===== src/rtl/coh_pkg.sv =====
package coh_pkg;
  typedef enum logic [1:0] {
    LS_INV = 2'd0,
    LS_SHR = 2'd1,
    LS_MOD = 2'd2
  } line_st_e;

  typedef enum logic [2:0] {
    BC_NONE   = 3'd0,
    BC_RDMISS = 3'd1,
    BC_WRMISS = 3'd2,
    BC_INVAL  = 3'd3,
    BC_WBACK  = 3'd4
  } bus_cmd_e;

  typedef enum logic [2:0] {
    P_IDLE, P_LOOK, P_ARB, P_WB, P_XFER, P_DONE
  } cpu_ph_e;
endpackage


===== src/rtl/coh_tag_ram.sv =====
module coh_tag_ram #(
  parameter int DEPTH = 16,
  parameter int IDX_W = 4,
  parameter int TAG_W = 9
) (
  input  logic             clk,
  input  logic             we,
  input  logic [IDX_W-1:0] waddr,
  input  logic [TAG_W-1:0] wdata,
  input  logic [IDX_W-1:0] raddr,
  output logic [TAG_W-1:0] rdata
);
  logic [TAG_W-1:0] mem [DEPTH];

  always_ff @(posedge clk) begin
    if (we) mem[waddr] <= wdata;
  end

  assign rdata = mem[raddr];
endmodule


===== src/rtl/coh_line_state.sv =====
module coh_line_state
  import coh_pkg::*;
#(
  parameter int LINES = 16,
  parameter int IDX_W = 4
) (
  input  logic             clk,
  input  logic             rst,
  input  logic [IDX_W-1:0] rd_a_idx,
  output line_st_e         rd_a_st,
  input  logic [IDX_W-1:0] rd_b_idx,
  output line_st_e         rd_b_st,
  input  logic             a_we,
  input  logic [IDX_W-1:0] a_idx,
  input  line_st_e         a_st,
  input  logic             b_we,
  input  logic [IDX_W-1:0] b_idx,
  input  line_st_e         b_st
);
  line_st_e st_q [LINES];

  // port b (snoop) is written last so it wins on a shared index
  always_ff @(posedge clk) begin
    if (rst) begin
      for (int i = 0; i < LINES; i++) st_q[i] <= LS_INV;
    end else begin
      if (a_we) st_q[a_idx] <= a_st;
      if (b_we) st_q[b_idx] <= b_st;
    end
  end

  assign rd_a_st = st_q[rd_a_idx];
  assign rd_b_st = st_q[rd_b_idx];

  assert_snoop_priority_R11: assert property (@(posedge clk) disable iff (rst)
    b_we |=> st_q[$past(b_idx)] == $past(b_st));

  assert_cpu_write_R3: assert property (@(posedge clk) disable iff (rst)
    (a_we && !(b_we && b_idx == a_idx)) |=> st_q[$past(a_idx)] == $past(a_st));
endmodule


===== src/rtl/coh_snoop_unit.sv =====
module coh_snoop_unit
  import coh_pkg::*;
#(
  parameter int ADDR_W = 16,
  parameter int OFF_W  = 3,
  parameter int IDX_W  = 4,
  parameter int TAG_W  = 9
) (
  input  logic              clk,
  input  logic              rst,
  input  logic              snp_valid,
  input  bus_cmd_e          snp_cmd,
  input  logic [ADDR_W-1:0] snp_addr,
  input  line_st_e          line_st,
  input  logic [TAG_W-1:0]  line_tag,
  output logic [IDX_W-1:0]  snp_idx,
  output logic              st_we,
  output line_st_e          st_new,
  output logic              flush,
  output logic [ADDR_W-1:0] flush_addr
);
  logic [TAG_W-1:0] snp_tag;
  logic             hit, dirty_take;

  assign snp_idx = snp_addr[OFF_W +: IDX_W];
  assign snp_tag = snp_addr[ADDR_W-1 -: TAG_W];
  assign hit     = snp_valid && (line_st != LS_INV) && (line_tag == snp_tag);
  assign dirty_take = hit && (line_st == LS_MOD) &&
                      ((snp_cmd == BC_RDMISS) || (snp_cmd == BC_WRMISS));

  always_comb begin
    st_we  = 1'b0;
    st_new = LS_INV;
    if (hit) begin
      unique case (snp_cmd)
        BC_RDMISS: st_we = (line_st == LS_MOD);
        BC_WRMISS: st_we = 1'b1;
        BC_INVAL:  st_we = 1'b1;
        default:   st_we = 1'b0;
      endcase
    end
  end

  always_ff @(posedge clk) begin
    if (rst) begin
      flush      <= 1'b0;
      flush_addr <= '0;
    end else begin
      flush      <= dirty_take;
      flush_addr <= {snp_addr[ADDR_W-1:OFF_W], {OFF_W{1'b0}}};
    end
  end

  assert_flush_cause_R8: assert property (@(posedge clk) disable iff (rst)
    flush |-> ($past(snp_valid) && $past(snp_cmd) != BC_INVAL &&
               $past(snp_cmd) != BC_NONE));
endmodule


===== src/rtl/coh_cpu_fsm.sv =====
module coh_cpu_fsm
  import coh_pkg::*;
#(
  parameter int ADDR_W = 16,
  parameter int OFF_W  = 3,
  parameter int IDX_W  = 4,
  parameter int TAG_W  = 9
) (
  input  logic              clk,
  input  logic              rst,
  input  logic              cpu_req,
  input  logic              cpu_we,
  input  logic [ADDR_W-OFF_W-1:0] cpu_line,
  input  logic              bus_gnt,
  input  logic              bus_ack,
  input  logic              snp_valid,
  input  logic [IDX_W-1:0]  snp_idx,
  input  line_st_e          line_st,
  input  logic [TAG_W-1:0]  line_tag,
  output logic [IDX_W-1:0]  req_idx,
  output logic              st_we,
  output line_st_e          st_new,
  output logic              tag_we,
  output logic [TAG_W-1:0]  tag_wdata,
  output logic              cpu_stall,
  output logic              cpu_done,
  output logic              bus_req,
  output bus_cmd_e          bus_cmd,
  output logic [ADDR_W-1:0] bus_addr
);
  localparam int LINE_W = ADDR_W - OFF_W;

  cpu_ph_e             ph_q;
  logic                we_q;
  logic [LINE_W-1:0]   line_q;
  logic [TAG_W-1:0]    req_tag;
  logic                conflict, tag_match, hit, fast, need_wb;
  bus_cmd_e            miss_cmd;

  assign req_idx   = line_q[IDX_W-1:0];
  assign req_tag   = line_q[LINE_W-1 -: TAG_W];
  assign conflict  = snp_valid && (snp_idx == req_idx);
  assign tag_match = (line_tag == req_tag);
  assign hit       = (line_st != LS_INV) && tag_match;
  assign fast      = hit && (!we_q || line_st == LS_MOD);
  assign need_wb   = (line_st == LS_MOD) && !tag_match;
  assign miss_cmd  = we_q ? BC_WRMISS : BC_RDMISS;

  always_comb begin
    st_we  = 1'b0;
    st_new = LS_INV;
    if (ph_q == P_WB && bus_ack) begin
      st_we  = 1'b1;
      st_new = LS_INV;
    end else if (ph_q == P_XFER && bus_ack) begin
      st_we  = 1'b1;
      st_new = we_q ? LS_MOD : LS_SHR;
    end
  end

  assign tag_we    = (ph_q == P_XFER) && bus_ack;
  assign tag_wdata = req_tag;
  assign cpu_stall = (ph_q != P_IDLE);
  assign cpu_done  = (ph_q == P_DONE);

  always_ff @(posedge clk) begin
    if (rst) begin
      ph_q     <= P_IDLE;
      we_q     <= 1'b0;
      line_q   <= '0;
      bus_req  <= 1'b0;
      bus_cmd  <= BC_NONE;
      bus_addr <= '0;
    end else begin
      unique case (ph_q)
        P_IDLE: if (cpu_req) begin
          we_q   <= cpu_we;
          line_q <= cpu_line;
          ph_q   <= P_LOOK;
        end
        P_LOOK: if (!conflict) begin
          if (fast) ph_q <= P_DONE;
          else begin
            bus_req <= 1'b1;
            ph_q    <= P_ARB;
          end
        end
        P_ARB: if (bus_gnt && !conflict) begin
          if (need_wb) begin
            bus_cmd  <= BC_WBACK;
            bus_addr <= {line_tag, req_idx, {OFF_W{1'b0}}};
            ph_q     <= P_WB;
          end else if (!hit) begin
            bus_cmd  <= miss_cmd;
            bus_addr <= {line_q, {OFF_W{1'b0}}};
            ph_q     <= P_XFER;
          end else if (!fast) begin
            bus_cmd  <= BC_INVAL;
            bus_addr <= {line_q, {OFF_W{1'b0}}};
            ph_q     <= P_XFER;
          end else begin
            bus_req <= 1'b0;
            ph_q    <= P_DONE;
          end
        end
        P_WB: if (bus_ack) begin
          bus_cmd  <= miss_cmd;
          bus_addr <= {line_q, {OFF_W{1'b0}}};
          ph_q     <= P_XFER;
        end
        P_XFER: if (bus_ack) begin
          bus_cmd <= BC_NONE;
          bus_req <= 1'b0;
          ph_q    <= P_DONE;
        end
        P_DONE: ph_q <= P_IDLE;
        default: ph_q <= P_IDLE;
      endcase
    end
  end

  assert_cmd_hold_R12: assert property (@(posedge clk) disable iff (rst)
    (bus_cmd != BC_NONE && !bus_ack) |=> ($stable(bus_cmd) && $stable(bus_addr)));

  assert_stall_hold_R12: assert property (@(posedge clk) disable iff (rst)
    (cpu_stall && !cpu_done) |=> cpu_stall);

  assert_done_quiet_R2: assert property (@(posedge clk) disable iff (rst)
    cpu_done |-> (bus_cmd == BC_NONE && !bus_req));

  assert_wb_dirty_R4: assert property (@(posedge clk) disable iff (rst)
    (bus_cmd == BC_WBACK) |-> (line_st == LS_MOD));
endmodule


===== src/rtl/snoop_coh_ctrl.sv =====
module snoop_coh_ctrl
  import coh_pkg::*;
#(
  parameter int ADDR_W = 16,
  parameter int LINES  = 16,
  parameter int WORDS  = 8
) (
  input  logic              clk,
  input  logic              rst,
  input  logic              cpu_req,
  input  logic              cpu_we,
  input  logic [ADDR_W-1:0] cpu_addr,
  output logic              cpu_stall,
  output logic              cpu_done,
  output logic              bus_req,
  input  logic              bus_gnt,
  output logic [2:0]        bus_cmd,
  output logic [ADDR_W-1:0] bus_addr,
  input  logic              bus_ack,
  input  logic              snp_valid,
  input  logic [2:0]        snp_cmd,
  input  logic [ADDR_W-1:0] snp_addr,
  output logic              snp_flush,
  output logic [ADDR_W-1:0] snp_flush_addr
);
  localparam int OFF_W = $clog2(WORDS);
  localparam int IDX_W = $clog2(LINES);
  localparam int TAG_W = ADDR_W - OFF_W - IDX_W;
  localparam int COPIES = 2;  // 0: processor lookups, 1: snoop lookups

  logic [IDX_W-1:0] req_idx, snp_idx;
  logic             cpu_st_we, snp_st_we, tag_we;
  line_st_e         cpu_st_new, snp_st_new, cpu_line_st, snp_line_st;
  logic [TAG_W-1:0] tag_wdata;
  logic [IDX_W-1:0] trd_idx [COPIES];
  logic [TAG_W-1:0] trd_tag [COPIES];
  bus_cmd_e         bus_cmd_w;
  logic             unused_off;

  assign unused_off = ^cpu_addr[OFF_W-1:0];
  assign trd_idx[0] = req_idx;
  assign trd_idx[1] = snp_idx;

  for (genvar g = 0; g < COPIES; g++) begin : g_tagcopy
    coh_tag_ram #(.DEPTH(LINES), .IDX_W(IDX_W), .TAG_W(TAG_W)) u_tag (
      .clk(clk), .we(tag_we), .waddr(req_idx), .wdata(tag_wdata),
      .raddr(trd_idx[g]), .rdata(trd_tag[g]));
  end

  coh_line_state #(.LINES(LINES), .IDX_W(IDX_W)) u_state (
    .clk(clk), .rst(rst),
    .rd_a_idx(req_idx), .rd_a_st(cpu_line_st),
    .rd_b_idx(snp_idx), .rd_b_st(snp_line_st),
    .a_we(cpu_st_we), .a_idx(req_idx), .a_st(cpu_st_new),
    .b_we(snp_st_we), .b_idx(snp_idx), .b_st(snp_st_new));

  coh_snoop_unit #(.ADDR_W(ADDR_W), .OFF_W(OFF_W), .IDX_W(IDX_W), .TAG_W(TAG_W)) u_snoop (
    .clk(clk), .rst(rst), .snp_valid(snp_valid), .snp_cmd(bus_cmd_e'(snp_cmd)),
    .snp_addr(snp_addr), .line_st(snp_line_st), .line_tag(trd_tag[1]),
    .snp_idx(snp_idx), .st_we(snp_st_we), .st_new(snp_st_new),
    .flush(snp_flush), .flush_addr(snp_flush_addr));

  coh_cpu_fsm #(.ADDR_W(ADDR_W), .OFF_W(OFF_W), .IDX_W(IDX_W), .TAG_W(TAG_W)) u_cpu (
    .clk(clk), .rst(rst), .cpu_req(cpu_req), .cpu_we(cpu_we),
    .cpu_line(cpu_addr[ADDR_W-1:OFF_W]), .bus_gnt(bus_gnt), .bus_ack(bus_ack),
    .snp_valid(snp_valid), .snp_idx(snp_idx), .line_st(cpu_line_st),
    .line_tag(trd_tag[0]), .req_idx(req_idx), .st_we(cpu_st_we),
    .st_new(cpu_st_new), .tag_we(tag_we), .tag_wdata(tag_wdata),
    .cpu_stall(cpu_stall), .cpu_done(cpu_done), .bus_req(bus_req),
    .bus_cmd(bus_cmd_w), .bus_addr(bus_addr));

  assign bus_cmd = bus_cmd_w;

  assert_reset_quiet_R1: assert property (@(posedge clk)
    $past(rst) |-> (!cpu_stall && !bus_req && !snp_flush));
endmodule


===== config.mk =====
export PLATFORM = sky130hd
export DESIGN_NAME = snoop_coh_ctrl
export DESIGN_NICKNAME = d
export VERILOG_FILES = /design/src/rtl/coh_pkg.sv /design/src/rtl/coh_tag_ram.sv /design/src/rtl/coh_line_state.sv /design/src/rtl/coh_snoop_unit.sv /design/src/rtl/coh_cpu_fsm.sv /design/src/rtl/snoop_coh_ctrl.sv
export SDC_FILE = /design/constraint.sdc
export NUM_CORES = 1
export LEC_CHECK = 0
export BUFFER_PORTS_ARGS = -buffer_cell sky130_fd_sc_hd__buf_4
export CAP_MARGIN = 10
export CORE_AREA = 2 2 142 130
export DETAILED_ROUTE_END_ITERATION = 7
export DIE_AREA = 0 0 144 132
export PLACE_DENSITY = 0.88
export SLEW_MARGIN = 10
export SYNTH_ARGS = -nofsm -noshare
export SYNTH_HDL_FRONTEND = slang
export SYNTH_SLANG_ARGS = --single-unit

===== constraint.sdc =====
create_clock -name clk -period 9.4 [get_ports clk]
set_input_delay 2.35 -clock clk [delete_from_list [all_inputs] [get_ports clk]]
set_output_delay 2.35 -clock clk [all_outputs]
set_load 0.02 [all_outputs]

[Word-level counts from Yosys, hierarchy flattened]
Memories as Yosys holds them, arrays and structs flattened. A register that Yosys moved wholly into a read port is not among the register bits.
Cells that the tools add are included.
Word-level totals
  flip-flop bits (word level): 54
  RAM bits: 320
  output and inout port bits: 39
  logic and storage cells: 124
  memories kept: 3
Memories
  g_tagcopy[0].u_tag.mem: words 16, width 9, read ports 1, clocked after Yosys merged registers in 1, wr ports 1, RTL line coh_tag_ram.sv:13  | logic [TAG_W-1:0] mem [DEPTH];
  g_tagcopy[1].u_tag.mem: words 16, width 9, read ports 1, clocked after Yosys merged registers in 0, wr ports 1, RTL line coh_tag_ram.sv:13
  u_state.st_q: words 16, width 2, read ports 2, clocked after Yosys merged registers in 1, wr ports 16, RTL line coh_line_state.sv:20  | line_st_e st_q [LINES];
Operators by class
  equal/unequal tests: 23
  mux-type cells: 58
  reductions and logical operators: 31
Operator list (count)
  16-bit two-way mux: 5
  3-bit two-way mux: 14
  16-bit case mux with 2 select lines: 1
  4-bit two-way mux: 6
  1-bit two-way mux: 22
  9-bit == test: 2
  3-bit case mux with 5 select lines: 1
  3-bit by 2-bit == test with 1-bit output, second input constant: 4
  2-bit two-way mux: 6
  2-bit != test, second input constant: 6
  1-bit logical AND: 11
  5-bit AND reduction: 2
  3-bit case mux with 3 select lines: 1
  3-bit nonzero test: 3
  8-bit AND reduction: 1
  3-bit by 1-bit == test with 1-bit output, second input constant: 2
  3-bit == test, second input constant: 2
  2-bit by 1-bit != test with 1-bit output, second input constant: 3
  2-bit nonzero test: 3
  2-bit OR reduction: 3
  2-bit == test, second input constant: 2
  4-bit == test: 1
  4-bit != test, second input constant: 1
  4-bit AND reduction: 1
  6 further kinds: 9

[Longest topological paths before layout]
Gate-level depths: netlist of the first run.
An unclocked memory read counts as a cell.
  depth after elaboration: 10
  depth in mapped cells: 13
  gate-level depth less buffers: 8

[By module]
Synthesis of the first run repeated with hierarchy kept, for this count alone.
Unflattened totals
  cell total of the unflattened synthesis: 968
  area, all modules: 15947.8 um2
By module, submodules not included
  coh_tag_ram: instances 2, cells each 245, area each 5600.4 um2, sequential area each 4324.1 um2
  coh_line_state: instances 1, cells each 190, area each 2264.7 um2, sequential area each 960.9 um2
  coh_cpu_fsm: instances 1, cells each 231, area each 1899.3 um2, sequential area each 680.7 um2
  coh_snoop_unit: instances 1, cells each 57, area each 583.1 um2, sequential area each 280.3 um2

[Least setup slack after synthesis of the first run]
Ideal clock, no wire load.
  path kind: input -> register
  from: input snp_addr[3]
  to: memory u_state.st_q[0][0] (netlist bit)
  library setup time: 0.142 ns
  data arrival time: 5.094 ns
  path slack: 4.163 ns
  cell stages on the path: 10
  buffers on the path: 2
  cells stage by stage: buf_2 > buf_2 > mux4_2 > mux4_2 > xnor2_1 > nand4_1 > nor4_1 > nand2_1 > nor3_1 > a21oi_1
RTL lines
  start: declaration: RTL line snoop_coh_ctrl.sv:22  | input logic [ADDR_W-1:0] snp_addr,
  end: declaration: RTL line coh_line_state.sv:20

==> results of run 1 <==
==> metal layers <==
metal | vias up | share of wire (%)
li1 | 3372 | -
met1 | 3868 | 34
met2 | 691 | 46
met3 | 146 | 14
met4 | 0 | 5.4
met5 | - | 0
==> worst max-delay path, cell delays in order <==
cell,delay [ps]
sky130_fd_sc_hd__buf_4,680
sky130_fd_sc_hd__mux4_2,630
sky130_fd_sc_hd__mux4_2,540
sky130_fd_sc_hd__xnor2_1,190
sky130_fd_sc_hd__nand4_1,240
sky130_fd_sc_hd__nor4_1,410
sky130_fd_sc_hd__nand2_1,160
sky130_fd_sc_hd__nor3_1,880
sky130_fd_sc_hd__a21oi_1,170
==> final cells by class <==
| class | count | share of cell area, % |
|---|---|---|
| flip-flops and latches | 228 | 47.5 |
| repair buffers | 88 | 5.22 |
| well taps | 240 | 2.37 |
| clock buffers | 39 | 5.78 |
| inverters | 15 | 0.445 |
| clock inverters | 5 | 0.405 |
| multi-input cells | 529 | 38.3 |
==> report_power, final <==
group,leakage [uW],switching (uW),internal (uW)
clock network,0.000391,381,557
registers,0.00200,98.2,1140
logic,0.00200,360,234
==> state kept, by name (all words and copies together) (netlist names), named ones only <==
name / cells
u_snoop.flush_addr: 13
g_tagcopy.u_tag.mem: 144
u_cpu.bus_addr: 13
u_cpu.bus_cmd: 3
u_cpu.bus_req: 1
u_state.st_q: 32
u_cpu.ph_q: 3
u_cpu.line_q: 13
u_cpu.we_q: 1
u_snoop.flush: 1
==> path summary, 6_finish.rpt <==
check | start | endpoint
worst max-delay path | snp_addr[3] | u_state.st_q[8][1]
worst min register to register | u_cpu.bus_addr[5] | u_cpu.bus_addr[5]
worst min-delay path | u_cpu.bus_addr[5] | u_cpu.bus_addr[5]
worst max register to register | register | u_cpu.bus_addr[8]
==> metrics by stage <==
step	instance area [um^2]	hold slack, ps
final	12700	484
after detailed placement	11900	472
after global placement	11900	465
after CTS	12700	481
after global routing	12700	521
after floorplan	11200	483
==> logic make-up (layout without fill, tap and decap cells) <==
family,after synthesis,after routing,share of synthesized area [%]
flops,228,228,53.7
mux,118,118,21.8
compound gates,157,157,8.99
xor+xnor,19,19,1.49
buf+inv,77,147,3.22
simple gates,229,229,10.8
other cells,1,6,0.0335
==> cell usage in the layout (no fill, tap or decap), types with 8 or more instances in the layout <==
cell type | synthesis | layout
sky130_fd_sc_hd__nor3b_1 | 14 | 14
sky130_fd_sc_hd__edfxtp_1 | 144 | 144
sky130_fd_sc_hd__inv_1 | 13 | 13
sky130_fd_sc_hd__nand2_1 | 61 | 61
sky130_fd_sc_hd__o21ai_0 | 8 | 8
sky130_fd_sc_hd__a31oi_1 | 24 | 24
sky130_fd_sc_hd__clkbuf_16 | 0 | 25
sky130_fd_sc_hd__a21oi_1 | 75 | 75
sky130_fd_sc_hd__buf_4 | 8 | 88
sky130_fd_sc_hd__nor2_1 | 33 | 33
sky130_fd_sc_hd__xnor2_1 | 10 | 10
sky130_fd_sc_hd__mux4_1 | 11 | 11
sky130_fd_sc_hd__nor2b_1 | 27 | 27
sky130_fd_sc_hd__nand3_1 | 14 | 14
sky130_fd_sc_hd__a211oi_1 | 8 | 8
sky130_fd_sc_hd__nor3_1 | 19 | 19
sky130_fd_sc_hd__and2_1 | 10 | 10
sky130_fd_sc_hd__dfxtp_1 | 84 | 83
sky130_fd_sc_hd__xor2_1 | 9 | 9
sky130_fd_sc_hd__and3_1 | 22 | 22
sky130_fd_sc_hd__mux2i_1 | 19 | 19
sky130_fd_sc_hd__mux4_2 | 86 | 86
==> results.py, run 1 <==
metrics = {
    "timing": {
        "post-route-min-period_ps": 5970,
        "hold_viol": 0,
        "final.setup.worst_slack_ps": 3430,
        "final-max-slew-violation-count": 0,
        "fmax_ghz": 0.168,
        "tns_ps": 0,
        "setup-violations-final": 0,
        "skew_ps": 13.6,
        "timing.final.crit_share_pct": 63.5,
        "worst-slew-pin-transition_ps": 1320,
        "max_slew_margin_pct": 11.4,
        "unrepaired_setup_endpoints_after_global_routing": "false",
    },
    "pwr": {
        "power_density_mw_per_mm2": 219,
        "power.static_leakage_uw": 0.00439,
        "ir_drop_v": 0.000174,
        "power.total_uw": 2770,
    },
    "global_routing": {
        "use_met3_pct": 7.66,
        "total_overflow_reported_by_the_global_router": 0,
        "gr-usage-met2_pct": 51.9,
        "antenna_found_initial": 0,
        "met1_layer_usage_reported_by_global_route_pct": 46.0,
        "grt_first_pass_wirelength_um": 47100,
        "grt_max_degree": 60,
        "gr-usage-all-layers_pct": 33.5,
        "number_of_global_route_vias_before_repair": 7818,
        "grt-busiest-layer": "met2",
    },
    "cells_and_area": {
        "finalCoreUtilization_pct": 72.5,
        "num_antenna_cells": 0,
        "fillerInstances": 1059,
        "multi_input_area_mm2": 0.00484,
        "post_route_cells_drive_above_1_share_pct": 24.8,
        "seq_area_mm2": 0.00601,
        "synthToLayoutAreaGrowth_pct": 13.0,
        "finish.cell_count_without_fillers": 1144,
        "layout.nets": 928,
    },
    "die": {
        "floorplan.core_area_mm2": 0.0174,
        "ioPinCount": 81,
        "floorplan.die.height_um": 132,
        "rows": 46,
        "die_width_um": 144,
        "starting_utilization_of_the_core_area_pct": 64.2,
        "die_area_mm2": 0.0190,
    },
    "synthesis": {
        "yosysWarnings": 0,
        "yosys.area.top_type_share_pct": 38.6,
        "yosysSeqAreaShare_pct": 53.7,
        "mappedNetlistArea_mm2": 0.0112,
        "netlist_instances": 829,
        "synthMostInstantiatedCell": "sky130_fd_sc_hd__edfxtp_1",
        "share_of_synthesized_flip_flops_with_an_asynchronous_set_or_reset_pct": 0,
        "postSynthAreaPerCell_um2": 13.5,
        "post-synth-top-area-cell": "sky130_fd_sc_hd__edfxtp_1",
        "synth.ff_latch_count": 228,
        "ys_top_cells_by_area": "sky130_fd_sc_hd__edfxtp_1 (39%), sky130_fd_sc_hd__mux4_2 (17%), sky130_fd_sc_hd__dfxtp_1 (15%)",
        "synth_cell_types": 64,
        "synth_enable_flop_cells": 144,
        "ys_dominant_reg_cell": "sky130_fd_sc_hd__edfxtp_1",
        "ys_top_cells_by_count": "sky130_fd_sc_hd__edfxtp_1 (144), sky130_fd_sc_hd__mux4_2 (86), sky130_fd_sc_hd__dfxtp_1 (84), sky130_fd_sc_hd__a21oi_1 (75), sky130_fd_sc_hd__nand2_1 (61)",
    },
    "critical_path": {
        "worstSetupEndpointType": "register",
        "required_ps": 9750,
        "timing.reg2reg.setup_slack_ps": 4950,
        "reg2reg_depth": 9,
        "critPathArrivalTime_ps": 6310,
        "worst_setup_path_start_kind": "input port",
        "critical_path_peak_fanout": 48,
        "criticalPathCategory": "input port to register",
    },
    "flow_run": {
        "drv.max_cap_violation_count": 0,
    },
    "drt": {
        "vias_per_cell": 7.06,
        "route.vias.total": 8077,
        "detailedRoute.firstPassIterationCount": 5,
        "drc": 0,
        "drt_first_iter_violations": 1283,
        "drt_total_wl_um": 31400,
        "antenna_left": 0,
        "route.detailed.wl_per_inst_um": 27.5,
    },
    "placed_design": {
        "hpwlAfterDp_um": 19800,
        "post-place-cells": 1100,
        "globalplace.congestion": 0.913,
        "numPortBuffers": 68,
        "preCtsSetupSlack_ps": 2930,
    },
    "cts": {
        "cts_made_buffers": 24,
        "cts_setup_buffers": 0,
        "numClockSinks": 228,
        "cts_hold_buffers": 0,
        "clk_path_buf_depth": 3,
        "clock-root-buffer": "sky130_fd_sc_hd__clkbuf_16",
        "clk_pin_slew_ps": 60,
        "max_h_tree_level": 1,
        "cts_resized": 0,
        "clock_tree_from_tritoncts": "yes",
        "latest_clock_arrival_within_the_worst_skew_pair_ps": 520,
    },
    "worst_hold_path": {
        "worstHoldPathType": "register to register",
        "worstHoldPathCells": 2,
    },
    "run_status": {
        "status": "complete, no violations",
    },
}
No activity file was read; power rests on OpenSTA's default activity.
==> run 2: changes to the inputs <==
--- a/config.mk
+++ b/config.mk
@@ -7,10 +7,10 @@
 export LEC_CHECK = 0
 export BUFFER_PORTS_ARGS = -buffer_cell sky130_fd_sc_hd__buf_4
 export CAP_MARGIN = 10
-export CORE_AREA = 2 2 142 130
+export CORE_AREA = 2 2 146 134
 export DETAILED_ROUTE_END_ITERATION = 7
-export DIE_AREA = 0 0 144 132
-export PLACE_DENSITY = 0.88
+export DIE_AREA = 0 0 148 136
+export PLACE_DENSITY = 0.84
 export SLEW_MARGIN = 10
 export SYNTH_ARGS = -nofsm -noshare
 export SYNTH_HDL_FRONTEND = slang
==> constraint.sdc (replaced) <==
create_clock -name clk -period 6.06 [get_ports clk]
set_input_delay 1.515 -clock clk [delete_from_list [all_inputs] [get_ports clk]]
set_output_delay 1.515 -clock clk [all_outputs]
set_load 0.02 [all_outputs]
==> run 2 against run 1 <==
Power grew 56%. Sequential share of layout area shrank 0.24 points. Critical endpoint is now u_state.st_q[0][0]. Register-to-register slack lost 3200 ps. Core utilization shrank 4.7 points. Worst hold slack lost 13 ps. Global-route usage shrank 2.7 points. Critical path type unchanged. Highest routed layer unchanged. Largest power group unchanged. First-iteration DRC count shrank 10%. Clock skew grew 8.8 ps. Combinational power grew 49%.
==> results.py, run 2 (synthesis gave the netlist of run 1 again) <==
metrics = {
    "cts": {
        "clk_pin_slew_ps": 70,
        "cts_made_buffers": 23,
        "numClockSinks": 228,
        "cts_hold_buffers": 0,
        "max_h_tree_level": 1,
        "clock_tree_from_tritoncts": "yes",
        "clock-root-buffer": "sky130_fd_sc_hd__clkbuf_16",
        "cts_resized": 0,
        "cts_setup_buffers": 0,
        "latest_clock_arrival_within_the_worst_skew_pair_ps": 520,
        "clk_path_buf_depth": 3,
    },
    "run_status": {
        "status": "complete, no violations",
    },
    "cells_and_area": {
        "final_design_area_no_fill_mm2": 0.0127,
        "post_route_cells_drive_above_1_share_pct": 25.5,
        "largest_register": "g_tagcopy.u_tag.mem",
        "layout.cells.most_common": "sky130_fd_sc_hd__edfxtp_1",
        "num_antenna_cells": 0,
        "synthToLayoutAreaGrowth_pct": 13.6,
        "largest_register_ff_count": 144,
        "reg.largest.list": "g_tagcopy.u_tag.mem (144), u_state.st_q (32)",
        "layout.cells.most_common_list": "sky130_fd_sc_hd__edfxtp_1 (144), sky130_fd_sc_hd__buf_4 (92), sky130_fd_sc_hd__mux4_2 (86)",
        "layout.nets": 931,
    },
    "pwr": {
        "power_density_mw_per_mm2": 340,
        "power.static_leakage_uw": 0.00441,
        "power.total_uw": 4320,
        "ir_drop_v": 0.000211,
    },
    "global_routing": {
        "number_of_global_route_vias_before_repair": 7780,
        "antenna_found_initial": 0,
        "grt_max_degree": 60,
        "gr-usage-all-layers_pct": 30.7,
        "total_overflow_reported_by_the_global_router": 0,
        "grt_first_pass_wirelength_um": 46300,
    },
    "critical_path": {
        "criticalPathCategory": "input port to register",
        "worst_setup_path_start_kind": "input port",
        "critPathArrivalTime_ps": 5110,
        "critical_path_peak_fanout": 37,
        "critical_path.slowest_cell": "sky130_fd_sc_hd__nor4_1",
        "reg2reg_depth": 8,
        "required_ps": 6430,
        "worstSetupEndpointType": "register",
        "timing.critical_path.cells": "buf_4 -> mux4_2 -> mux4_2 -> xnor2_1 -> nand4_1 -> nor4_1 -> nand2_1 -> nor3_1 -> buf_4 -> a21oi_1",
        "timing.critical_path.slowest_cell_delay_ps": 640,
    },
    "timing": {
        "hold_viol": 0,
        "final-max-slew-violation-count": 0,
        "skew_ps": 22.4,
        "post-route-min-period_ps": 4740,
        "tns_ps": 0,
        "setup-violations-final": 0,
        "max_slew_margin_pct": 15.3,
        "worst-slew-pin-transition_ps": 1270,
        "fmax_ghz": 0.211,
        "unrepaired_setup_endpoints_after_global_routing": "false",
        "timing.final.crit_share_pct": 78.2,
    },
    "placed_design": {
        "placement.cell_area_mm2": 0.0119,
        "numPortBuffers": 68,
        "globalplace.congestion": 0.916,
        "hpwlAfterDp_um": 19800,
    },
    "die": {
        "floorplan.core_area_mm2": 0.0187,
        "die_area_mm2": 0.0201,
        "rows": 48,
        "ioPinCount": 81,
        "die_width_um": 148,
        "floorplan.die.height_um": 136,
        "starting_utilization_of_the_core_area_pct": 59.7,
    },
    "drt": {
        "routed.top_layer": "met4",
        "drt_first_iter_violations": 1155,
        "route.vias.total": 8138,
        "drt_total_wl_um": 30500,
        "drc": 0,
        "wl_met3_um": 4280,
        "route.detailed.wl_per_inst_um": 26.4,
        "vias_per_cell": 7.04,
        "met1_length_um": 11000,
        "met2_length_um": 14000,
        "detailedRoute.firstPassIterationCount": 6,
        "antenna_left": 0,
    },
    "worst_hold_path": {
        "worstHoldPathType": "register to register",
        "worstHoldPathCells": 2,
    },
    "flow_run": {
        "drv.max_cap_violation_count": 0,
    },
}
run 2: changes by cell type in the layout (fill, tap and decap cells not counted), sizes merged:
| cell | change |
|---|---|
| buf | +4 |
| clkbuf | -14 |
| clkinv | +4 |
| clkinvlp | +3 |
| bufinv | +3 |
| inv | +2 |
run 2: through the flow:
| step | hold slack (ps) | cells | utilization (%) | worst slack (ps) |
|---|---|---|---|---|
| after floorplan | 483 | 834 | - | 1660 |
| after global placement | 457 | 1114 | 63.6 | 887 |
| after detailed placement | 459 | 1114 | 63.6 | 865 |
| after CTS | 472 | 1156 | 67.8 | 1360 |
| after global routing | 503 | 1156 | 67.9 | 1170 |
| final | 470 | 1156 | 67.9 | 1320 |
run 2: area by class of cell:
| class | instances | area, um^2 |
|---|---|---|
| fill | 1219 | 6020 |
| sequential | 228 | 6010 |
| inverter | 15 | 56.3 |
| clock buffer | 25 | 583 |
| tap | 250 | 313 |
| timing repair buffer | 92 | 691 |
| clock inverter | 17 | 219 |
| multi-input combinational | 529 | 4850 |
run 2: critical path, delay by kind of cell:
family / cells / cell delay (ps)
AND/OR/NAND/NOR: 4 / 1370
multiplexers: 2 / 1130
buffers and inverters: 2 / 830
XOR/XNOR: 1 / 160
AO/OA/AOI/OAI: 1 / 70
run 2: worst paths after layout:
check	startpoint	endpoint	slack [ps]
setup / recovery	snp_addr[3]	u_state.st_q[0][0]	1320
hold / removal	u_cpu.bus_cmd[1]	u_cpu.bus_cmd[1]	470
setup reg to reg	register	u_cpu.bus_addr[8]	1740
hold reg to reg	u_cpu.bus_cmd[1]	u_cpu.bus_cmd[1]	470
run 2: power by group:
group	switching (uW)	internal (uW)
Sequential	170	1760
Combinational	520	364
Clock	618	881
run 2: metal layers:
| layer | vias up | track usage [%] |
|---|---|---|
| li1 | 3392 | - |
| met1 | 3933 | 43.1 |
| met5 | - | 0 |
| met2 | 691 | 47.7 |
| met3 | 122 | 6.78 |
| met4 | 0 | 11.9 |
==> run 3: changes to the inputs <==
--- a/config.mk
+++ b/config.mk
@@ -5,12 +5,13 @@
 export SDC_FILE = /design/constraint.sdc
 export NUM_CORES = 1
 export LEC_CHECK = 0
+export ABC_AREA = 1
 export BUFFER_PORTS_ARGS = -buffer_cell sky130_fd_sc_hd__buf_4
 export CAP_MARGIN = 10
-export CORE_AREA = 2 2 146 134
+export CORE_AREA = 2 2 159 145
 export DETAILED_ROUTE_END_ITERATION = 7
-export DIE_AREA = 0 0 148 136
-export PLACE_DENSITY = 0.84
+export DIE_AREA = 0 0 161 147
+export PLACE_DENSITY = 0.8
 export SLEW_MARGIN = 10
 export SYNTH_ARGS = -nofsm -noshare
 export SYNTH_HDL_FRONTEND = slang
==> constraint.sdc (replaced) <==
create_clock -name clk -period 4.1 [get_ports clk]
set_input_delay 1.025 -clock clk [delete_from_list [all_inputs] [get_ports clk]]
set_output_delay 1.025 -clock clk [all_outputs]
set_load 0.02 [all_outputs]
==> run 3 against run 2 <==
Largest cell class unchanged. Clock power is 41% higher. Global-route usage shrank 1.1 points. Highest routed layer unchanged. Critical path type is now register to register. Sequential share of layout area down 2.7 points. Die area increased by 18%. Core utilization is 7.0 points lower. Via count is 34% higher. Worst setup slack worse by 760 ps. Flip-flop and latch count is the same. Count of clock-buffer cells in the layout rose by 8.
==> results.py, run 3 <==
metrics = {
    "run_status": {
        "status": "complete, no violations",
    },
    "critical_path": {
        "worst_setup_path_start_kind": "register",
        "critPathArrivalTime_ps": 3960,
        "criticalPathCategory": "register to register",
        "worstSetupEndpointType": "register",
        "required_ps": 4520,
        "critical_path_peak_fanout": 80,
    },
    "drt": {
        "routed.top_layer": "met4",
        "drt_total_wl_um": 35400,
        "drc": 0,
        "met2_length_um": 15800,
        "route.vias.total": 10900,
        "vias_per_cell": 5.85,
        "wl_met3_um": 4600,
        "route.detailed.wl_per_inst_um": 19.0,
        "detailedRoute.firstPassIterationCount": 7,
        "antenna_left": 0,
        "met1_length_um": 13500,
        "drt_first_iter_violations": 1290,
    },
    "timing": {
        "worst-slew-pin-transition_ps": 1050,
        "setup-violations-final": 0,
        "max_slew_margin_pct": 30.1,
        "skew_ps": 14.2,
        "fmax_ghz": 0.283,
        "timing.final.crit_share_pct": 86.2,
        "final-max-slew-violation-count": 0,
        "post-route-min-period_ps": 3530,
        "unrepaired_setup_endpoints_after_global_routing": "false",
        "tns_ps": 0,
        "hold_viol": 0,
    },
    "pwr": {
        "ir_drop_v": 0.000541,
        "intPower_uw": 4660,
        "sequentialPowerShare_pct": 39.5,
        "power.static_leakage_uw": 0.00606,
        "sw_pwr_uw": 2940,
        "power_density_mw_per_mm2": 564,
        "combPwrFrac_pct": 32.7,
        "power.switching_fraction_pct": 38.7,
        "clkPwrFrac_pct": 27.8,
    },
    "cells_and_area": {
        "synthToLayoutAreaGrowth_pct": 12.6,
        "num_antenna_cells": 0,
        "layout.nets": 1588,
        "largest_register": "g_tagcopy.u_tag.mem",
        "post_route_cells_drive_above_1_share_pct": 10.9,
        "finish.cell_count_without_fillers": 1861,
        "largest_register_ff_count": 144,
        "reg.largest.list": "g_tagcopy.u_tag.mem (144), u_state.st_q (32)",
        "layout.cells.most_common_list": "sky130_fd_sc_hd__nand2_1 (395), sky130_fd_sc_hd__inv_1 (227), sky130_fd_sc_hd__nand3_1 (160)",
        "layout.cells.most_common": "sky130_fd_sc_hd__nand2_1",
    },
    "synthesis": {
        "yosysSeqAreaShare_pct": 50.2,
        "share_of_synthesized_flip_flops_with_an_asynchronous_set_or_reset_pct": 0,
        "yosys.area.top_type_share_pct": 36.1,
        "postSynthAreaPerCell_um2": 8.02,
        "post-synth-top-area-cell": "sky130_fd_sc_hd__edfxtp_1",
        "mappedNetlistArea_mm2": 0.0120,
        "synth.ff_latch_count": 228,
        "synthMostInstantiatedCell": "sky130_fd_sc_hd__nand2_1",
        "yosysWarnings": 0,
        "netlist_instances": 1493,
        "synth_cell_types": 39,
        "ys_top_cells_by_area": "sky130_fd_sc_hd__edfxtp_1 (36%), sky130_fd_sc_hd__dfxtp_1 (14%), sky130_fd_sc_hd__nand2_1 (12%)",
        "ys_dominant_reg_cell": "sky130_fd_sc_hd__edfxtp_1",
        "ys_top_cells_by_count": "sky130_fd_sc_hd__nand2_1 (395), sky130_fd_sc_hd__inv_1 (227), sky130_fd_sc_hd__nand3_1 (160), sky130_fd_sc_hd__edfxtp_1 (144), sky130_fd_sc_hd__nor2_1 (105)",
        "synth_enable_flop_cells": 144,
    },
    "die": {
        "die_width_um": 161,
        "ioPinCount": 81,
        "die_area_mm2": 0.0237,
        "floorplan.core_area_mm2": 0.0221,
        "floorplan.die.height_um": 147,
        "rows": 52,
        "starting_utilization_of_the_core_area_pct": 54.1,
    },
    "cts": {
        "cts_resized": 0,
        "clock-root-buffer": "sky130_fd_sc_hd__clkbuf_16",
        "cts_made_buffers": 24,
        "cts_hold_buffers": 0,
        "numClockSinks": 228,
        "latest_clock_arrival_within_the_worst_skew_pair_ps": 530,
        "clock_tree_from_tritoncts": "yes",
        "cts_setup_buffers": 0,
        "clk_path_buf_depth": 3,
        "max_h_tree_level": 1,
        "clk_pin_slew_ps": 60,
    },
    "worst_hold_path": {
        "startpoint_of_the_worst_hold_path": "u_cpu.bus_req",
        "worstHoldPathType": "register to register",
    },
    "global_routing": {
        "grt_max_degree": 97,
        "grt_first_pass_wirelength_um": 55000,
        "number_of_global_route_vias_before_repair": 10500,
        "gr-usage-all-layers_pct": 29.6,
        "total_overflow_reported_by_the_global_router": 0,
        "antenna_found_initial": 0,
    },
    "placed_design": {
        "numPortBuffers": 68,
        "post-place-cells": 1817,
        "globalplace.congestion": 0.892,
        "hpwlAfterDp_um": 23300,
    },
    "flow_run": {
        "drv.max_cap_violation_count": 0,
    },
}
[run 3: cell count changes in the layout (fill, tap and decap cells not counted), moves of 19 or more]
cell	delta
sky130_fd_sc_hd__inv_1	+214
sky130_fd_sc_hd__a22oi_1	+46
sky130_fd_sc_hd__o22ai_1	+23
sky130_fd_sc_hd__a31oi_1	-24
sky130_fd_sc_hd__o221ai_1	+36
sky130_fd_sc_hd__nor2_1	+71
sky130_fd_sc_hd__nand2_1	+334
sky130_fd_sc_hd__o21ai_0	+47
sky130_fd_sc_hd__nand3_1	+146
sky130_fd_sc_hd__mux4_2	-86
sky130_fd_sc_hd__and3_1	-22
sky130_fd_sc_hd__nor2b_1	-27
sky130_fd_sc_hd__a21oi_1	-35
sky130_fd_sc_hd__mux2i_1	-19
[run 3: final timing paths]
check / cells after the start / end / slack (ps)
hold / removal: 2 / u_cpu.bus_req / 490
hold reg to reg: 2 / u_cpu.bus_req / 490
setup / recovery: 18 / u_cpu.bus_addr[14] / 570
setup reg to reg: 18 / u_cpu.bus_addr[14] / 570
[run 3: stage by stage]
stage / hold slack (ps) / util, % / instance area, um^2 / setup slack (ps) / total power [uW]
after floorplan: 470 / - / 12000 / 1250 / 4690
after global placement: 480 / 57.5 / 12700 / 411 / 5380
after detailed placement: 489 / 57.5 / 12700 / 358 / 5440
after CTS: 497 / 60.9 / 13500 / 683 / 7530
after global routing: 499 / 60.9 / 13500 / 298 / 7940
final: 494 / 60.9 / 13500 / 566 / 7600
[run 3: layout make-up]
cell class / instances / area, um^2
clock buffers: 33 / 666
flip-flops and latches: 228 / 6010
multi-input cells: 953 / 4620
well taps: 297 / 372
repair buffers: 107 / 853
fillers: 1914 / 8650
clock inverters: 11 / 86.3
inverters: 232 / 873
[run 3: cells by family after synthesis]
group                  Yosys count  synth area share (%)
AND/OR/NAND/NOR                720                  26.0
buffers and inverters          317                  11.5
flip-flops                     228                  50.2
AO/OA/AOI/OAI                  226                  12.2
XOR/XNOR                         1                0.0732
other                            1                0.0313
[run 3: routing by layer]
| metal | up-vias | global-route usage, % |
|---|---|---|
| met1 | 5020 | 38.1 |
| met2 | 670 | 47.0 |
| met3 | 130 | 8.05 |
| met5 | - | 0 |
| li1 | 5070 | - |
| met4 | 0 | 13.5 |
[run 3: worst max-delay path, cell delays in order, from the launching register on]
cell and delay [ps]:
sky130_fd_sc_hd__dfxtp_2 350, sky130_fd_sc_hd__inv_4 600, sky130_fd_sc_hd__nand2_1 100, sky130_fd_sc_hd__nand2_1 90, sky130_fd_sc_hd__nand2_1 50, sky130_fd_sc_hd__nand3_1 80
sky130_fd_sc_hd__nand3_1 190, sky130_fd_sc_hd__nand2_1 170, sky130_fd_sc_hd__nand2_1 90, sky130_fd_sc_hd__nand2_1 70, sky130_fd_sc_hd__nor2_1 50, sky130_fd_sc_hd__nand3_1 80
sky130_fd_sc_hd__nor2_1 70, sky130_fd_sc_hd__nor2_1 540, sky130_fd_sc_hd__nand2_1 400, sky130_fd_sc_hd__nand2_1 140, sky130_fd_sc_hd__nand2_1 90, sky130_fd_sc_hd__nor2_1 140
sky130_fd_sc_hd__nor2_1 60
[run 3: power by group through the flow]
| stage | registers, uW | clock network (uW) | logic [uW] |
|---|---|---|---|
| global placement | 3030 | 0 | 2360 |
| floorplan | 2980 | 0 | 1710 |
| CTS | 2990 | 2120 | 2420 |
| global route | 3020 | 2210 | 2710 |
| finish | 3000 | 2120 | 2480 |
| detailed placement | 3040 | 0 | 2400 |
